File: src/rtl/tcc_pkg.sv
package tcc_pkg;
  typedef enum logic [1:0] {
    REG_CAN_LO = 2'd0,
    REG_CAN_HI = 2'd1,
    REG_ACK_LO = 2'd2,
    REG_ACK_HI = 2'd3
  } reg_addr_e;
endpackage

File: src/rtl/tcc_reg_if.sv
module tcc_reg_if
  import tcc_pkg::*;
#(
  parameter int HALF_W = 16
) (
  input  logic                  we_i,
  input  logic [1:0]            addr_i,
  input  logic [HALF_W-1:0]     wdata_i,
  input  logic [2*HALF_W-1:0]   cancel_i,
  input  logic [2*HALF_W-1:0]   ack_i,
  output logic [2*HALF_W-1:0]   cancel_wr_o,
  output logic [2*HALF_W-1:0]   ack_clr_o,
  output logic [HALF_W-1:0]     rdata_o
);
  localparam int NUM_MB = 2 * HALF_W;

  reg_addr_e addr;
  assign addr = reg_addr_e'(addr_i);

  always_comb begin
    cancel_wr_o = '0;
    ack_clr_o   = '0;
    if (we_i) begin
      unique case (addr)
        REG_CAN_LO: cancel_wr_o[HALF_W-1:0]      = wdata_i;
        REG_CAN_HI: cancel_wr_o[NUM_MB-1:HALF_W] = wdata_i;
        REG_ACK_LO: ack_clr_o[HALF_W-1:0]        = wdata_i;
        REG_ACK_HI: ack_clr_o[NUM_MB-1:HALF_W]   = wdata_i;
        default: ;
      endcase
    end
  end

  always_comb begin
    unique case (addr)
      REG_CAN_LO: rdata_o = cancel_i[HALF_W-1:0];
      REG_CAN_HI: rdata_o = cancel_i[NUM_MB-1:HALF_W];
      REG_ACK_LO: rdata_o = ack_i[HALF_W-1:0];
      REG_ACK_HI: rdata_o = ack_i[NUM_MB-1:HALF_W];
      default:    rdata_o = '0;
    endcase
  end
endmodule

File: src/rtl/tcc_mb_slice.sv
module tcc_mb_slice (
  input  logic clk_i,
  input  logic rst_ni,
  input  logic pend_set_i,
  input  logic cancel_wr_i,
  input  logic ack_clr_i,
  input  logic is_tx_i,
  input  logic busy_i,
  input  logic done_i,
  output logic pend_o,
  output logic cancel_o,
  output logic ack_o,
  output logic elig_o
);
  logic pend_q, cancel_q, ack_q;
  logic accept, abort, finish, retire;

  // request only latches on a waiting transmit mailbox
  assign accept = cancel_wr_i & is_tx_i & pend_q;
  // resolved one cycle after the write; busy now means the frame already started
  assign abort  = cancel_q & ~busy_i;
  assign finish = busy_i & done_i;
  assign retire = abort | finish;

  always_ff @(posedge clk_i or negedge rst_ni) begin
    if (!rst_ni) begin
      pend_q   <= 1'b0;
      cancel_q <= 1'b0;
      ack_q    <= 1'b0;
    end else begin
      pend_q   <= pend_set_i | (pend_q & ~retire);
      cancel_q <= retire ? 1'b0 : (cancel_q | accept);
      ack_q    <= abort | (ack_q & ~ack_clr_i);
    end
  end

  assign pend_o   = pend_q;
  assign cancel_o = cancel_q;
  assign ack_o    = ack_q;
  assign elig_o   = pend_q & ~(cancel_q & ~busy_i);
endmodule

File: src/rtl/tx_cancel_ctrl.sv
module tx_cancel_ctrl #(
  parameter int HALF_W = 16
) (
  input  logic                clk_i,
  input  logic                rst_ni,
  input  logic                reg_we_i,
  input  logic [1:0]          reg_addr_i,
  input  logic [HALF_W-1:0]   reg_wdata_i,
  output logic [HALF_W-1:0]   reg_rdata_o,
  input  logic [2*HALF_W-1:0] pend_set_i,
  input  logic [2*HALF_W-1:0] tx_mb_mask_i,
  input  logic [2*HALF_W-1:0] busy_onehot_i,
  input  logic                tx_done_i,
  output logic [2*HALF_W-1:0] pend_o,
  output logic [2*HALF_W-1:0] eligible_o
);
  localparam int NUM_MB = 2 * HALF_W;

  logic [NUM_MB-1:0] cancel_wr, ack_clr;
  logic [NUM_MB-1:0] cancel_vec, ack_vec;

  tcc_reg_if #(.HALF_W(HALF_W)) u_reg_if (
    .we_i        (reg_we_i),
    .addr_i      (reg_addr_i),
    .wdata_i     (reg_wdata_i),
    .cancel_i    (cancel_vec),
    .ack_i       (ack_vec),
    .cancel_wr_o (cancel_wr),
    .ack_clr_o   (ack_clr),
    .rdata_o     (reg_rdata_o)
  );

  for (genvar i = 0; i < NUM_MB; i++) begin : g_mb
    tcc_mb_slice u_slice (
      .clk_i       (clk_i),
      .rst_ni      (rst_ni),
      .pend_set_i  (pend_set_i[i]),
      .cancel_wr_i (cancel_wr[i]),
      .ack_clr_i   (ack_clr[i]),
      .is_tx_i     (tx_mb_mask_i[i]),
      .busy_i      (busy_onehot_i[i]),
      .done_i      (tx_done_i),
      .pend_o      (pend_o[i]),
      .cancel_o    (cancel_vec[i]),
      .ack_o       (ack_vec[i]),
      .elig_o      (eligible_o[i])
    );
  end
endmodule

File: config.mk
export PLATFORM = sky130hd
export DESIGN_NAME = tx_cancel_ctrl
export DESIGN_NICKNAME = d
export VERILOG_FILES = /design/src/rtl/tcc_pkg.sv /design/src/rtl/tcc_reg_if.sv /design/src/rtl/tcc_mb_slice.sv /design/src/rtl/tx_cancel_ctrl.sv
export SDC_FILE = /design/constraint.sdc
export NUM_CORES = 1
export LEC_CHECK = 0
export ABC_AREA = 1
export CAP_MARGIN = 20
export CORE_MARGIN = 5
export CORE_UTILIZATION = 45
export CTS_CLUSTER_SIZE = 12
export DETAILED_ROUTE_END_ITERATION = 10
export PLACE_DENSITY = 0.84
export SLEW_MARGIN = 20
export SYNTH_ARGS = -nofsm -noshare
export SYNTH_HDL_FRONTEND = slang
export SYNTH_SLANG_ARGS = --single-unit
File: constraint.sdc
create_clock -name clk_i -period 1.4 [get_ports clk_i]
set_clock_uncertainty 0.2 [all_clocks]
set_input_delay 0.28 -clock clk_i [delete_from_list [all_inputs] [get_ports clk_i]]
set_output_delay 0.28 -clock clk_i [all_outputs]
set_load 0.01 [all_outputs]
==> metrics.txt <==
run status finished, violations left; failing checks negative setup slack; Clock Sinks 96; main flop type after synthesis dfrtp_1; reg-to-reg startpoint g_mb[14].u_slice.cancel_o; post-place instance area 0.00811 mm²; Hold WC Path Type primary input to async pin; Fin. Hold Viols 0; Post-synth ARST share 1.00; DRT iter0 DRCs 524; largest net degree at the start of global routing 44; total wire length about 21000 µm; Placer Congestion 0.863; yosys warns 0; Overall Global Routing Usage 0.275; 1st-pass router iterations 6; Die Span Y 119 µm; FP Rows 39; Initial Util 0.464; number of cells after detailed placement roughly 1100; r2r worst-path depth 5; Longest Clk Path Bufs 2; Die ar. 0.0141 mm²; DRC viols 0; layout cells sized above 1 0.378; initial antenna violation count 0; Tot Pwr roughly 8.4 mW; IO buf count 197; register area share after synthesis 0.450; Post-Syn Nets 830; Slew @ Worst Pin 0.313 ns; Worst VDD drop 0.000554 V; Crit Path Class flop to primary output; GRT overflow 0; NumNets Final around 1200; Hold Slack roughly 0.13 ns; Die X about 120 µm; Max FO, Critical Path 4; CP endpoint kind primary output; Post-Layout Inst Area roughly 0.0092 mm²; I/O pin count 198; CTS Root Cell clkbuf_16; Slew headroom 0.789; Metal-1 WL 7740 µm; Slew Viols, Final 0; Startpoint Class flop; cells after synthesis around 710; Worst-Skew Late Latency 0.35 ns; unrepaired setup endpoints after global routing true; period utilization 1.18; Area Overhead vs Synth 72.1%; Leakage 4.96 nW; worst path required time 0.92 ns; distinct cell type count after synthesis 16; DP Wirelength 12800 µm; met3 WL post-DR 1490 µm; Max Clock Freq a little over 0.6 GHz; Post-synth EDFFs 0; Num CTS Buffers 9; DR vias 6188; drt wl/cell 17.0 µm; CTS tree done; crit path time final 1.65 ns; R2R Setup Slk 0.02 ns; Setup WS post-layout -0.250 ns; Clock transition at path regs approximately 0.060 ns; #FFs+latches synth 96; Core Box Area 0.0115 mm²; post-layout util 0.798; htree depth 3; highest metal used met4; antenna-violating nets left 0; max-cap viol count 0; n_diodes 0; vias in the first global route between 6000 and 7000; DR WL met2 10700 µm; global-route wire length before repair roughly 31000 µm; Critical Path AT 1.17 ns; Syn Std Cell Area 0.00534 mm²; final setup fails 80; fin cells between 1000 and 1500; Syn Area/Cell 7.50 µm²; Power Density 916 mW/mm²; DR vias/cell 5.08; worst r2r dst g_mb[14].u_slice.pend_o
[sequential cells by signal, summed over array words and instances, names as in the netlist]
name and cells:
g_mb.u_slice.cancel_o 32, g_mb.u_slice.pend_o 32, g_mb.u_slice.ack_o 32
[layout by cell type (no fill, tap or decap), types with 2 or more instances in the layout]
cell type,instances
o21ai_2,2
o21ai_0,53
buf_6,75
dlygate4sd2_1,29
nand4_1,16
buf_12,7
o21ai_1,9
nand2_1,161
nand3_1,32
inv_2,31
buf_4,183
o21bai_1,32
clkdlybuf4s50_1,84
buf_2,45
clkbuf_16,10
a21oi_2,29
dfrtp_1,96
a21oi_1,35
nand2_2,16
inv_1,117
clkbuf_1,3
nor2_4,3
[worst max-delay path: stages (launching register included)]
cell and delay, ns:
dfrtp_1 0.41, nand2_1 0.10, nand4_1 0.13, buf_2 0.17
[logic make-up after synthesis]
group	synth area share
AND/OR/NAND/NOR	0.177
buffers and inverters	0.208
flip-flops	0.450
AO/OA/AOI/OAI	0.165
[report_power, final]
part | internal, mW | leakage (nW) | switching, mW
Clock | 1.23 | 0.126 | 1.04
Combinational | 1.44 | 3.68 | 1.22
Sequential | 3.18 | 1.16 | 0.299
Total | 5.86 | 4.96 | 2.56
[cell type report]
type                       instances  area, µm²
clock inverter                     1       5.00
timing repair inverter             1       8.76
inverter                         149        572
multi-input combinational        388       2000
tap                              143        179
timing repair buffer             428       3770
clock buffer                      13        250
sequential                        96       2400
fill                             699       2330
[through the flow]
step / setup WS [ns] / setup TNS [ns]
2_1_floorplan: 0.0275 / 0
3_3_place_gp: -1.04 / -68.27
3_5_place_dp: -1.05 / -71.27
4_1_cts: -0.193 / -8.25
5_1_grt: -0.283 / -11.69
6_report: -0.250 / -8.99
[Yosys cell counts, types with 2 or more instances]
cell | n | area [µm²]
a21oi_1 | 64 | 320
buf_2 | 7 | 35.0
buf_4 | 65 | 488
clkbuf_1 | 6 | 22.5
dfrtp_1 | 96 | 2400
inv_1 | 147 | 552
inv_2 | 2 | 7.51
nand2_1 | 177 | 664
nand3_1 | 32 | 160
nand4_1 | 16 | 100
o21ai_0 | 64 | 320
o21bai_1 | 32 | 240
[worst max-delay path by stage]
stage | from | to | slack, ns | depth (start not counted)
after floorplan | reg_addr_i[0] | reg_rdata_o[0] | 0.03 | 5
after global placement | reg_addr_i[0] | reg_rdata_o[11] | -1.04 | 7
after detailed placement | reg_addr_i[0] | reg_rdata_o[1] | -1.05 | 7
after CTS | g_mb[16].u_slice.cancel_o | reg_rdata_o[0] | -0.19 | 3
after global routing | g_mb[17].u_slice.cancel_o | reg_rdata_o[1] | -0.28 | 3
final | g_mb[17].u_slice.cancel_o | reg_rdata_o[1] | -0.25 | 3
[metal layers]
layer  up-vias  GRT usage
met5         -          0
met4         0      0.135
met3        71     0.0668
met2       307      0.493
met1      2916      0.304
li1       2894          -
[repair_timing]
action,CTS,global route
setup endpoints to repair,113,112
hold buffers,1,0
pin swaps,74,17
setup buffers,63,17
cloned,3,3
hold endpoints to repair,96,0
resized for setup,484,70
Note: power is estimated with default switching activity, not from simulation.
